### src/rtl/fsl_pkg.sv
package fsl_pkg;

    typedef enum logic [1:0] {
        ST_IDLE = 2'd0,
        ST_PULL = 2'd1,
        ST_WAIT = 2'd2
    } fsl_state_e;

    typedef struct packed {
        fsl_state_e state;
        logic       pull;
    } fsl_regs_t;

endpackage

### src/rtl/fsl_sync.sv
module fsl_sync #(
    parameter int   STAGES  = 2,
    parameter logic RST_VAL = 1'b0
) (
    input  logic clk,
    input  logic rst_n,
    input  logic async_i,
    output logic sync_o
);
    logic [STAGES-1:0] chain_d, chain_q;

    always_comb begin
        chain_d[0] = async_i;
        for (int i = 1; i < STAGES; i++) begin
            chain_d[i] = chain_q[i-1];
        end
    end

    always_ff @(posedge clk or negedge rst_n) begin
        if (!rst_n) chain_q <= {STAGES{RST_VAL}};
        else        chain_q <= chain_d;
    end

    assign sync_o = chain_q[STAGES-1];
endmodule

### src/rtl/fsl_ctrl.sv
module fsl_ctrl
    import fsl_pkg::*;
(
    input  logic       clk,
    input  logic       rst_n,
    input  logic       fault_s,
    input  logic       pin_s,
    output fsl_state_e state_o,
    output logic       pull_o
);
    fsl_regs_t r_d, r_q;

    always_comb begin
        r_d = r_q;
        unique case (r_q.state)
            ST_IDLE: if (fault_s) r_d.state = ST_PULL;
            ST_PULL: if (!fault_s && !pin_s) r_d.state = ST_WAIT;
            ST_WAIT: begin
                if (fault_s)    r_d.state = ST_PULL;
                else if (pin_s) r_d.state = ST_IDLE;
            end
            default: r_d.state = ST_IDLE;
        endcase
        r_d.pull = (r_d.state == ST_PULL);
    end

    always_ff @(posedge clk or negedge rst_n) begin
        if (!rst_n) r_q <= '{state: ST_IDLE, pull: 1'b0};
        else        r_q <= r_d;
    end

    assign state_o = r_q.state;
    assign pull_o  = r_q.pull;

    assert_enter_pull_R2: assert property (@(posedge clk) disable iff (!rst_n)
        (r_q.state == ST_IDLE && fault_s) |=> (r_q.state == ST_PULL && r_q.pull));
    assert_hold_pull_R3: assert property (@(posedge clk) disable iff (!rst_n)
        (r_q.state == ST_PULL && (fault_s || pin_s)) |=> (r_q.state == ST_PULL));
    assert_hold_wait_R4: assert property (@(posedge clk) disable iff (!rst_n)
        (r_q.state == ST_WAIT && !fault_s && !pin_s) |=> (r_q.state == ST_WAIT && !r_q.pull));
    assert_refault_R6: assert property (@(posedge clk) disable iff (!rst_n)
        (r_q.state == ST_WAIT && fault_s) |=> (r_q.state == ST_PULL));
endmodule

### src/rtl/fault_shutdown_latch.sv
module fault_shutdown_latch
    import fsl_pkg::*;
#(
    parameter int SYNC_STAGES = 2
) (
    input  logic       clk,
    input  logic       rst_n,
    input  logic       fault_i,
    input  logic       sd_pin_i,
    output logic       gate_kill_o,
    output logic       sd_pull_o,
    output logic [1:0] state_o
);
    logic       fault_s, pin_s;
    fsl_state_e st;

    fsl_sync #(.STAGES(SYNC_STAGES), .RST_VAL(1'b0)) u_sync_fault (
        .clk(clk), .rst_n(rst_n), .async_i(fault_i), .sync_o(fault_s));
    fsl_sync #(.STAGES(SYNC_STAGES), .RST_VAL(1'b1)) u_sync_pin (
        .clk(clk), .rst_n(rst_n), .async_i(sd_pin_i), .sync_o(pin_s));

    fsl_ctrl u_ctrl (
        .clk(clk), .rst_n(rst_n), .fault_s(fault_s), .pin_s(pin_s),
        .state_o(st), .pull_o(sd_pull_o));

    // direct kill path: raw fault and raw pin, no clock in between
    assign gate_kill_o = fault_i | ~sd_pin_i | (st != ST_IDLE);
    assign state_o     = st;

    assert_kill_on_fault_R1: assert property (@(posedge clk) disable iff (!rst_n)
        fault_i |-> gate_kill_o);
    assert_kill_on_pin_R5: assert property (@(posedge clk) disable iff (!rst_n)
        !sd_pin_i |-> gate_kill_o);
    assert_pull_implies_kill_R7: assert property (@(posedge clk) disable iff (!rst_n)
        sd_pull_o |-> (gate_kill_o && state_o == 2'd1));
    assert_legal_code_R7: assert property (@(posedge clk) disable iff (!rst_n)
        state_o != 2'd3);
endmodule

### config.mk
export PLATFORM = sky130hd
export DESIGN_NAME = fault_shutdown_latch
export DESIGN_NICKNAME = d
export VERILOG_FILES = /design/src/rtl/fsl_pkg.sv /design/src/rtl/fsl_sync.sv /design/src/rtl/fsl_ctrl.sv /design/src/rtl/fault_shutdown_latch.sv
export SDC_FILE = /design/constraint.sdc
export NUM_CORES = 1
export LEC_CHECK = 0
export BUFFER_PORTS_ARGS = -buffer_cell sky130_fd_sc_hd__buf_2
export CAP_MARGIN = 20
export CORE_AREA = 2 2 39 41
export CTS_CLUSTER_DIAMETER = 60
export CTS_CLUSTER_SIZE = 16
export DETAILED_ROUTE_END_ITERATION = 6
export DIE_AREA = 0 0 41 43
export SLEW_MARGIN = 20
export SYNTH_ARGS = -nofsm -noshare
export SYNTH_HDL_FRONTEND = slang
export SYNTH_SLANG_ARGS = --single-unit
### constraint.sdc
create_clock -name clk -period 1.4 [get_ports clk]
set_clock_uncertainty 0.05 [all_clocks]
set_input_delay 0.42 -clock clk [delete_from_list [all_inputs] [get_ports clk]]
set_output_delay 0.42 -clock clk [all_outputs]
set_load 0.02 [all_outputs]
==> metrics.log, run 1 <==
INFO  metric ant_nets = 0
INFO  metric crit_slowest_cell = or4b_4
INFO  metric syn-mean-instance-area = around 17 um2
INFO  metric ys.warnings.count = 0
INFO  metric critical_path.startpoint = u_ctrl.state_o[0]$_DFF_PN0_
INFO  metric vdd_ir_drop_max = 0.6632 mV
INFO  metric fin_util = a little over a quarter
INFO  metric seq_area_frac_synth = 82.08%
INFO  metric report.power.total = 0.4829 mW
INFO  metric gr-total-overflow = 0
INFO  metric chip_width = between 40 and 50 um
INFO  metric crit_path_start_kind = register
INFO  metric power_density = 1317 nW/um2
INFO  metric slew_headroom = approximately nine tenths
INFO  metric htree_levels = 1
INFO  metric detail_route.wl_per_cell = just under 9 um
INFO  metric fmax = between 500 and 600 MHz
INFO  metric synth_fp_nets = 17
INFO  metric postSynthCellCount = 13
INFO  metric design.die.area = approximately 1800 um2
INFO  metric antenna_found_initial = 0
INFO  metric final.period_utilization = 126.3%
INFO  metric synth_cell_types = 6
INFO  metric clock_power_share = a little under two fifths
INFO  metric power.share.switching = 23.49%
INFO  metric nFillCells = around 140
INFO  metric dieHeight = around 43 um
INFO  metric setup.reg_to_reg.worst_slack = 0.40 ns
INFO  metric violations = setup timing
INFO  metric worst_r2r_endpoint = u_ctrl.state_o[1]$_DFF_PN0_
INFO  metric worstPathMaxFanout = 2
INFO  metric hold_violations = 0
INFO  metric internal_power = around 0.37 mW
INFO  metric regToRegStartpoint = u_ctrl.state_o[1]$_DFF_PN0_
INFO  metric met1_usage = roughly 6.9%
INFO  metric worst_skew_pair.late_latency = about 0.25 ns
INFO  metric share_comb_of_total_power = 15.9%
INFO  metric layout.nets = 34
INFO  metric grt_util_all_layers = under 10%
INFO  metric tightestPinTransition = 0.1658 ns
INFO  metric grt_util_met2 = about 5.3%
INFO  metric routed_via_density = 3.689
INFO  metric synthesized_area = 216.5 um2
INFO  metric port_buffers = 7
INFO  metric crit_type = reg -> out
INFO  metric p_leak = about 0.16 nW
INFO  metric post-dp-hpwl = between 200 and 300 um
INFO  metric via_count = 166
INFO  metric grt_busiest_layer = met3
INFO  metric p_seq_share = a little under half
INFO  metric rsz0062_at_grt = yes
INFO  metric timing.final.max_slew_violations = 0
INFO  metric design.portCount = 8
INFO  metric tritoncts.num_buffers = 3
INFO  metric drtPass1Iterations = 2
INFO  metric min_delay_path_depth = 1
INFO  metric crit_path_cell_trace = or4b_4 > buf_6
INFO  metric crit_required = 0.93 ns
INFO  metric antenna_cells = 0
INFO  metric timing.final.setup_violations = 1
INFO  metric finalWeightedCongestion = roughly 0.56
INFO  metric setup.worst_path.end_class = output pin
INFO  metric synth_register_bits = 7
INFO  metric grt_start_max_net_pins = 8
INFO  metric hold_path.class = in -> reg
INFO  metric setup_ws = -0.3687 ns
INFO  metric wirelength = 390 um
INFO  metric pre_cts_slack = -0.2866 ns
INFO  metric cpPeakStageDelay = 0.51 ns
INFO  metric clock-root-buffer = clkbuf_4
INFO  metric core = 1384 um2
INFO  metric final_layout_size_suffix_gt1_share = approximately two thirds
INFO  metric final.hold.worst_slack = roughly 0.24 ns
INFO  metric grt_pass1_vias = roughly 130
INFO  metric drc = 0
INFO  metric cts.sink_count = 7
INFO  metric cts.clk_slew.worst_paths = 0.05 ns
INFO  metric critical_path_arrival = around 1.3 ns
INFO  metric syn_to_final_growth = 69.36%
INFO  metric gr-usage-met3 = ~7.9%
INFO  metric ff2ff_path_depth = 4
INFO  metric drv_cap = 0
INFO  metric core.rowCount = 14
INFO  metric fin_crit = ~1.8 ns
INFO  metric tritoncts = done
INFO  metric total_switching_power = 0.1134 mW
INFO  metric status = complete, but fails checks
INFO  metric detail_route.iter0.violations = 5
INFO  metric floorplan.initialDensity = approximately 16%
INFO  metric max-clock-path-buffers = 2
INFO  metric grt_first_pass_wirelength = roughly 580 um
INFO  metric crit_path_end = gate_kill_o
-- cell type report --
cell class	count	area [um2]	area share, %
sequential	7	180.2	49.15
timing repair buffer	12	97.59	26.62
multi-input combinational	6	42.54	11.60
clock buffer	4	26.28	7.167
tap	16	20.02	5.461
-- worst min-delay path by stage --
| stage | from | to | slack [ns] |
|---|---|---|---|
| after floorplan | rst_n | u_ctrl.pull_o$_DFF_PN0_ | 0.07 |
| after global placement | rst_n | u_ctrl.pull_o$_DFF_PN0_ | 0.21 |
| after detailed placement | rst_n | u_ctrl.pull_o$_DFF_PN0_ | 0.21 |
| after CTS | sd_pin_i | u_sync_pin.chain_q[0]$_DFF_PN1_ | 0.23 |
| after global routing | sd_pin_i | u_sync_pin.chain_q[0]$_DFF_PN1_ | 0.23 |
| final | sd_pin_i | u_sync_pin.chain_q[0]$_DFF_PN1_ | 0.24 |
-- power groups by stage --
stage | Combinational (mW) | Sequential [mW] | Clock (mW)
global route | 0.0838 | 0.226 | 0.201
floorplan | 0.0140 | 0.244 | 0
detailed placement | 0.0591 | 0.229 | 0
CTS | 0.0706 | 0.225 | 0.189
finish | 0.0768 | 0.225 | 0.181
global placement | 0.0577 | 0.228 | 0
-- worst max-delay path: cells and delay by family (launching register included) --
| kind | cells | cell delay (ns) |
|---|---|---|
| buffers and inverters | 1 | 0.15 |
| AND/OR/NAND/NOR | 1 | 0.51 |
| flip-flops | 1 | 0.39 |
-- state kept, by name, summed over array words and instances, names as in the netlist --
register              cells
u_sync_fault.chain_q      2
u_ctrl.pull_o             1
u_ctrl.state_o            2
u_sync_pin.chain_q        2
-- metrics by stage --
step	cells	setup TNS (ns)	cell area (um2)
final	45	-0.3687	366.6
after detailed placement	38	-0.2866	292.8
after floorplan	13	-0.1026	222.7
after global routing	45	-0.4204	366.6
after global placement	38	-0.2849	292.8
after CTS	43	-0.3771	347.8
-- logic make-up (layout without fill, tap and decap cells) --
logic type | Yosys count | count (layout) | synth area share (%)
xor+xnor | 1 | 1 | 4.047
compound gates | 3 | 3 | 6.934
simple gates | 2 | 2 | 6.934
flops | 7 | 7 | 82.08
buf+inv | 0 | 16 | 0
-- synth_stat cells --
cell type  count  share of area [%]
dfstp_2        2                 24
nor3_1         1                2.3
or4b_1         1                4.6
a21oi_1        3                6.9
xnor2_1        1                4.0
dfrtp_1        5                 58
-- cells in the final DEF, fill, tap and decap left out, types with 2 or more instances in the layout --
cell type,Yosys,final
buf_6,0,4
buf_4,0,3
dfrtp_1,5,3
clkbuf_4,0,3
dfstp_2,2,2
dfrtp_2,0,2
a21oi_1,3,3
buf_2,0,4
-- repair_timing --
item                                   4_1_cts  5_1_grt
endpoints found under the hold margin        5        0
buffers inserted                             0        2
hold buffers                                 1        0
gates resized for setup                      6        1
setup endpoints to repair                    3        3
-- layer usage --
metal | wire (um) | part of all wire (%) | vias to the layer above
met1 | 183 | 47 | 74
met4 | 6 | 1.5 | 0
met2 | 139 | 36 | 11
met3 | 59 | 15 | 2
met5 | 0 | 0 | -
li1 | - | - | 79
(Power assumes the default switching activity.)
==> inputs of run 2 (changes only) <==
--- a/config.mk
+++ b/config.mk
@@ -5,7 +5,7 @@
 export SDC_FILE = /design/constraint.sdc
 export NUM_CORES = 1
 export LEC_CHECK = 0
-export BUFFER_PORTS_ARGS = -buffer_cell sky130_fd_sc_hd__buf_2
+export BUFFER_PORTS_ARGS = -buffer_cell sky130_fd_sc_hd__clkbuf_2
 export CAP_MARGIN = 20
 export CORE_AREA = 2 2 39 41
 export CTS_CLUSTER_DIAMETER = 60
==> constraint.sdc (replaced) <==
create_clock -name clk -period 1.8 [get_ports clk]
set_clock_uncertainty 0.05 [all_clocks]
set_input_delay 0.54 -clock clk [delete_from_list [all_inputs] [get_ports clk]]
set_output_delay 0.54 -clock clk [all_outputs]
set_load 0.02 [all_outputs]
==> metrics.log, run 2 (same netlist as run 1, synthesis figures left out) <==
INFO  metric status = complete, but fails checks (unchanged)
INFO  metric violations = setup timing (unchanged)
INFO  metric port_buffers = 7 (unchanged)
INFO  metric design.portCount = 8 (unchanged)
INFO  metric max-clock-path-buffers = 2 (unchanged)
INFO  metric cts.clk_slew.worst_paths = 0.05 ns (about the same)
INFO  metric fmax = between 500 and 600 MHz
INFO  metric antenna_found_initial = 0 (unchanged)
INFO  metric core.rowCount = 14 (unchanged)
INFO  metric grt_start_max_net_pins = 8 (unchanged)
INFO  metric p_seq_share = 48.0% (was 46.7%)
INFO  metric slew_headroom = 88.08% (was 88.95%)
INFO  metric drc = 0 (unchanged)
INFO  metric crit_path_start_kind = input pin (was register)
INFO  metric wirelength = 430 um (was 390 um)
INFO  metric total_switching_power = 0.08789 mW (was 0.1134 mW)
INFO  metric drtPass1Iterations = 1 (was 2)
INFO  metric fin_crit = 1.893 ns
INFO  metric ant_nets = 0 (unchanged)
INFO  metric detail_route.iter0.violations = 0 (was 5)
INFO  metric rsz0062_at_grt = yes (unchanged)
INFO  metric layout.cells.most_common_list = clkbuf_2, dfrtp_1, a21oi_1, clkbuf_4 (was buf_2, buf_6)
INFO  metric antenna_cells = 0 (unchanged)
INFO  metric ff2ff_path_depth = 3 (was 4)
INFO  metric tritoncts = done (unchanged)
INFO  metric post-dp-hpwl = 301.5 um (was 285.8 um)
INFO  metric p_leak = 0.1491 nW (was 0.1629 nW)
INFO  metric final_layout_size_suffix_gt1_share = 57.69% (was 65.52%)
INFO  metric tightestPinTransition = 0.1788 ns (was 0.1658 ns)
INFO  metric share_comb_of_total_power = 13.2% (was 15.9%)
INFO  metric holdBufCountCts = 0 (was 1)
INFO  metric grt_first_pass_wirelength = 648 um (was 579 um)
INFO  metric clock-root-buffer = clkbuf_4 (unchanged)
INFO  metric htree_levels = 1 (unchanged)
INFO  metric pre_cts_slack = -0.05630 ns (was -0.2866 ns)
INFO  metric tritoncts.num_buffers = 3 (unchanged)
INFO  metric timing.final.max_slew_violations = 0 (unchanged)
INFO  metric number_of_non_filler_instances_in_the_completed_layout = 42 (was 45)
INFO  metric hold_path.class = in -> async (was in -> reg)
INFO  metric floorplan.initialDensity = 15.64% (unchanged)
INFO  metric design.die.area = 1763 um2 (unchanged)
INFO  metric clock_power_share = 38.8% (was 37.4%)
INFO  metric layout.nets = 31 (was 34)
INFO  metric power_density = 1108 nW/um2 (was 1317 nW/um2)
INFO  metric dieHeight = 43 um (unchanged)
INFO  metric vdd_ir_drop_max = 0.3329 mV (was 0.6632 mV)
INFO  metric via_count = 157 (was 166)
INFO  metric setup_ws = -0.09349 ns (was -0.3687 ns)
INFO  metric worstPathMaxFanout = 2 (unchanged)
INFO  metric timing.final.setup_violations = 1 (unchanged)
INFO  metric worst_skew_pair.late_latency = 0.25 ns (about the same)
INFO  metric final.period_utilization = 105.2%
INFO  metric finalWeightedCongestion = 0.5786 (was 0.5554)
INFO  metric power.share.switching = 24.10% (was 23.49%)
INFO  metric routed_via_density = 3.738 (was 3.689)
INFO  metric syn_to_final_growth = 52.02% (was 69.36%)
INFO  metric crit_type = in -> out (was reg -> out)
INFO  metric drv_cap = 0 (unchanged)
INFO  metric chip_width = 41 um (unchanged)
INFO  metric internal_power = 0.2767 mW (was 0.3695 mW)
INFO  metric grt_util_all_layers = 7.186% (was 5.972%)
INFO  metric grt_pass1_vias = 155 (was 131)
INFO  metric critical_path_arrival = 1.30 ns (about the same)
INFO  metric gr-total-overflow = 0 (unchanged)
INFO  metric crit_required = 1.21 ns (was 0.93 ns)
INFO  metric detail_route.wl_per_cell = 10.24 um (was 8.667 um)
INFO  metric place_inst = 38 (unchanged)
INFO  metric core = 1384 um2 (unchanged)
INFO  metric hold_violations = 0 (unchanged)
INFO  metric cts.sink_count = 7 (unchanged)
INFO  metric setup.worst_path.end_class = output pin (unchanged)
[run 2: cell count changes in the layout (fill, tap and decap cells not counted), sizes merged]
cell         delta
dlygate4sd3     -1
buf             -7
clkbuf          +5
[run 2: worst paths after layout]
check	start	end	slack (ns)
max	fault_i	gate_kill_o	-0.09
min	rst_n	u_ctrl.state_o[1]$_DFF_PN0_	0.06
max reg2reg	u_ctrl.state_o[0]$_DFF_PN0_	u_ctrl.state_o[0]$_DFF_PN0_	0.85
min reg2reg	u_sync_fault.chain_q[0]$_DFF_PN0_	u_sync_fault.chain_q[1]$_DFF_PN0_	0.29
max in group asynchronous	rst_n	u_sync_pin.chain_q[0]$_DFF_PN1_	1.40
min in group clk	u_sync_fault.chain_q[0]$_DFF_PN0_	u_sync_fault.chain_q[1]$_DFF_PN0_	0.29
[run 2: repair_timing]
action | in CTS | in global routing
gates resized for setup | 0 | 6
endpoints found under the setup margin | 1 | 1
pin swaps | 0 | 1
setup buffers | 0 | 0
[run 2: layout make-up]
type	count	area [um2]
fillers	149	1055
flip-flops and latches	7	177.7
repair buffers	9	62.56
multi-input cells	6	42.54
clock buffers	4	26.28
well taps	16	20.02
[run 2: power by group through the flow]
stage          combinational, mW  sequential (mW)  clock, mW
2_1_floorplan            0.00986            0.189          0
3_3_place_gp              0.0436            0.177          0
3_5_place_dp              0.0446            0.177          0
4_1_cts                   0.0451            0.175      0.151
5_1_grt                   0.0522            0.176      0.167
6_report                  0.0483            0.175      0.141
[run 2: metrics by stage]
step / utilization (%) / hold WS (ns) / total power, mW / area (um2) / TNS [ns]
finish: 23.78 / 0.06250 / 0.3646 / 329.1 / -0.09349
global route: 23.78 / 0.05716 / 0.3954 / 329.1 / -0.1200
CTS: 22.60 / 0.05594 / 0.3707 / 312.8 / -0.1036
detailed placement: 20.71 / 0.2847 / 0.2218 / 286.5 / -0.05630
global placement: 20.71 / 0.2815 / 0.2202 / 286.5 / -0.04983
floorplan: - / 0.1944 / 0.1985 / 216.5 / 0
[run 2: worst max-delay path, cell delays in order]
cell    delay, ns
buf_6        0.10
or4b_4       0.52
buf_6        0.14
[run 2: routing by layer]
metal	track usage (%)	routed length (um)
met2	7.500	178
met1	6.601	177
met4	6.000	10
met3	9.424	63
met5	0	0
==> inputs of run 3 (changes only) <==
--- a/config.mk
+++ b/config.mk
@@ -5,6 +5,7 @@
 export SDC_FILE = /design/constraint.sdc
 export NUM_CORES = 1
 export LEC_CHECK = 0
+export ABC_AREA = 1
 export BUFFER_PORTS_ARGS = -buffer_cell sky130_fd_sc_hd__clkbuf_2
 export CAP_MARGIN = 20
 export CORE_AREA = 2 2 39 41
==> metrics.log, run 3 <==
INFO  metric status = finished, final reports clean (was complete, but fails checks)
INFO  metric synthMostInstantiatedCell = dfrtp_1 (unchanged)
INFO  metric met3RoutedLength = 52 um (was 63 um)
INFO  metric family_with_the_most_delay_on_the_worst_path = flip-flops (was simple AND/OR/NAND/NOR gates)
INFO  metric final.hold.worst_slack = 0.06581 ns (was 0.06250 ns)
INFO  metric critical_path_arrival = 1.05 ns (was 1.30 ns)
INFO  metric slew_headroom = 84.52% (was 88.08%)
INFO  metric yosysTopAreaCell = dfrtp_1 (unchanged)
INFO  metric layout.cells.most_common_list = clkbuf_2, dfrtp_1, nor2_1 (was clkbuf_2, dfrtp_1, a21oi_1, clkbuf_4)
INFO  metric synthesized_area = 219.0 um2 (was 216.5 um2)
INFO  metric timing.final.max_slew_violations = 0 (unchanged)
INFO  metric highest-signal-layer = met3 (was met4)
INFO  metric crit_type = reg -> out (was in -> out)
INFO  metric crit_cells = 3 (unchanged)
INFO  metric crit_required = 1.21 ns (about the same)
INFO  metric hold_path.class = in -> async (unchanged)
INFO  metric synth_mux_area_share = 0% (unchanged)
INFO  metric power.share.switching = 24.06% (was 24.10%)
INFO  metric synth_register_bits = 7 (unchanged)
INFO  metric floorplan.initialDensity = 15.82% (was 15.64%)
INFO  metric worst_skew_pair.late_latency = 0.24 ns (was 0.25 ns)
INFO  metric final.period_utilization = 91.36% (was 105.2%)
INFO  metric max-clock-path-buffers = 2 (unchanged)
INFO  metric rsz0062_at_grt = no (was yes)
INFO  metric synthFlopType = dfrtp_1 (unchanged)
INFO  metric grt_pass1_vias = 155 (unchanged)
INFO  metric crit_slowest_cell = dfrtp_1 (was or4b_4)
INFO  metric nFillCells = 148 (was 149)
INFO  metric cts_post_setup_buffers_inserted = 0 (unchanged)
INFO  metric tritoncts = done (unchanged)
INFO  metric regToRegStartpoint = u_ctrl.state_o[0]$_DFF_PN0_ (unchanged)
INFO  metric crit_path_cell_trace = nor2_1 > nand3b_1 > clkbuf_2 (was buf_6 > or4b_4 > buf_6)
INFO  metric gr-total-overflow = 0 (unchanged)
INFO  metric worstPathMaxFanout = 3 (was 2)
INFO  metric total_switching_power = 0.08476 mW (was 0.08789 mW)
INFO  metric ff2ff_path_depth = 2 (was 3)
INFO  metric commonest_cells_in_the_synthesized_netlist = dfrtp_1, nor2_1, dfstp_2, nand2_1 (was dfrtp_1, a21oi_1, dfstp_2)
INFO  metric postSynthCellCount = 16 (was 13)
INFO  metric fin_util = 21.70% (was 23.78%)
INFO  metric cts.clk_slew.worst_paths = 0.05 ns (about the same)
INFO  metric holdBufCountCts = 0 (unchanged)
INFO  metric synth_compound_gate_area_share = 2.286% (was 6.936%)
INFO  metric worst_r2r_endpoint = u_ctrl.pull_o$_DFF_PN0_ (was u_ctrl.state_o[0]$_DFF_PN0_)
INFO  metric routed_via_density = 3.465 (was 3.738)
INFO  metric power_density = 1173 nW/um2 (was 1108 nW/um2)
INFO  metric grt_first_pass_wirelength = 627 um (was 648 um)
INFO  metric fin_crit = 1.644 ns (was 1.893 ns)
INFO  metric port_buffers = 7 (unchanged)
INFO  metric synth_top_family_by_area = simple AND/OR/NAND/NOR gates (was compound AO/OA/AOI/OAI gates)
INFO  metric synth_area_leaders = dfrtp_1, dfstp_2, nor2_1, nand2_1, nand3b_1 (was dfrtp_1, dfstp_2, a21oi_1, or4b_1, xnor2_1)
INFO  metric vdd_ir_drop_max = 0.5331 mV (was 0.3329 mV)
INFO  metric cpPeakStageDelay = 0.39 ns (was 0.52 ns)
INFO  metric synthArstFlopShare = 100.0% (unchanged)
INFO  metric layout.cells.most_common = clkbuf_2
INFO  metric critical_path.n_buffers_inverters = 1 (was 2)
INFO  metric syn-mean-instance-area = 13.69 um2 (was 16.65 um2)
INFO  metric report.power.total = 0.3523 mW (was 0.3646 mW)
INFO  metric dr_wl_met2 = 142 um (was 178 um)
INFO  metric drtPass1Iterations = 2 (was 1)
INFO  metric p_seq_share = 50.4% (was 48.0%)
INFO  metric core = 1384 um2 (unchanged)
INFO  metric place_inst = 39 (was 38)
INFO  metric timing.final.setup_violations = 0 (was 1)
INFO  metric synth_xor_area_share = 0% (was 4.046%)
INFO  metric grt_start_max_net_pins = 8 (unchanged)
INFO  metric post_cts.resized_instances = 0 (unchanged)
INFO  metric clock_power_share = 39.3% (was 38.8%)
INFO  metric layout.nets = 32 (was 31)
INFO  metric synth_fp_nets = 20 (was 17)
INFO  metric core.rowCount = 14 (unchanged)
INFO  metric synth_simple_gate_area_share = 16.57% (was 6.936%)
INFO  metric synth-edff-count = 0 (unchanged)
INFO  metric detail_route.iter0.violations = 2 (was 0)
INFO  metric seq_area_frac_synth = 81.14% (was 82.08%)
INFO  metric clock-root-buffer = clkbuf_4 (unchanged)
INFO  metric synth_top_cell_area_share = 57.14% (was 57.80%)
INFO  metric drv_cap = 0 (unchanged)
INFO  metric chip_width = 41 um (unchanged)
INFO  metric design.die.area = 1763 um2 (unchanged)
INFO  metric design.portCount = 8 (unchanged)
INFO  metric wirelength = 355 um (was 430 um)
INFO  metric via_count = 149 (was 157)
INFO  metric setup.reg_to_reg.worst_slack = 0.94 ns (was 0.85 ns)
INFO  metric grt_util_all_layers = 6.680% (was 7.186%)
INFO  metric p_leak = 0.1405 nW (was 0.1491 nW)
INFO  metric number_of_non_filler_instances_in_the_completed_layout = 43 (was 42)
INFO  metric hold_violations = 0 (unchanged)
INFO  metric synth_cell_types = 7 (was 6)
INFO  metric drc = 0 (unchanged)
INFO  metric ant_nets = 0 (unchanged)
INFO  metric detail_route.wl_per_cell = 8.256 um (was 10.24 um)
INFO  metric post_synthesis_share_of_cell_area_spent_on_full_adders_half_adders_and_majority_gates = 0% (unchanged)
INFO  metric setup-tns-final = 0 ns (was -0.09349 ns)
INFO  metric ys.warnings.count = 0 (unchanged)
INFO  metric crit_path_start_kind = register (was input pin)
INFO  metric antenna_cells = 0 (unchanged)
INFO  metric htree_levels = 1 (unchanged)
INFO  metric share_comb_of_total_power = 10.4% (was 13.2%)
INFO  metric syn_to_final_growth = 37.14% (was 52.02%)
INFO  metric tightestPinTransition = 0.2297 ns (was 0.1788 ns)
INFO  metric finalWeightedCongestion = 0.5325 (was 0.5786)
INFO  metric dieHeight = 43 um (unchanged)
INFO  metric cts.sink_count = 7 (unchanged)
INFO  metric antenna_found_initial = 0 (unchanged)
INFO  metric final_layout_size_suffix_gt1_share = 48.15% (was 57.69%)
INFO  metric internal_power = 0.2676 mW (was 0.2767 mW)
INFO  metric drt-met1-wl = 160 um (was 177 um)
INFO  metric tritoncts.num_buffers = 3 (unchanged)
INFO  metric setup.worst_path.end_class = output pin (unchanged)
INFO  metric fmax = 608.1 MHz (was 528.1 MHz)
[run 3: worst max path at each step]
stage                                startpoint           to  slack, ns
finish              u_ctrl.state_o[1]$_DFF_PN0_  gate_kill_o       0.16
global route        u_ctrl.state_o[1]$_DFF_PN0_  gate_kill_o       0.07
CTS                 u_ctrl.state_o[1]$_DFF_PN0_  gate_kill_o       0.13
detailed placement                      fault_i  gate_kill_o       0.28
global placement                        fault_i  gate_kill_o       0.29
floorplan           u_ctrl.state_o[1]$_DFF_PN0_  gate_kill_o       0.41
[run 3: stage by stage]
step / setup slack (ns) / cell area, um2
after global routing: 0.07261 / 300.3
after floorplan: 0.4131 / 219.0
after detailed placement: 0.2775 / 274.0
final: 0.1555 / 300.3
after CTS: 0.1256 / 300.3
after global placement: 0.2889 / 274.0
[run 3: cells by family (layout without fill, tap and decap cells)]
logic type,after synthesis,in the layout
AND/OR/NAND/NOR,8,8
flip-flops,7,7
AO/OA/AOI/OAI,1,1
buffers and inverters,0,11
[run 3: power groups by stage]
| stage | sequential [mW] | combinational (mW) | clock, mW |
|---|---|---|---|
| after CTS | 0.177 | 0.0376 | 0.145 |
| after detailed placement | 0.180 | 0.0376 | 0 |
| after floorplan | 0.189 | 0.0109 | 0 |
| final | 0.178 | 0.0365 | 0.138 |
| after global placement | 0.179 | 0.0364 | 0 |
| after global routing | 0.179 | 0.0419 | 0.163 |
[run 3: metal layers]
metal / vias to the layer above / GRT usage (%)
met4: 0 / 4.000
met1: 67 / 5.611
met5: - / 0
met3: 0 / 9.424
met2: 10 / 7.813
li1: 72 / -
[run 3: final cells by class]
| class | count | area (um2) | area share [%] |
|---|---|---|---|
| repair buffers | 7 | 35.03 | 11.67 |
| flip-flops and latches | 7 | 177.7 | 59.17 |
| multi-input cells | 9 | 41.29 | 13.75 |
| well taps | 16 | 20.02 | 6.667 |
| clock buffers | 4 | 26.28 | 8.750 |
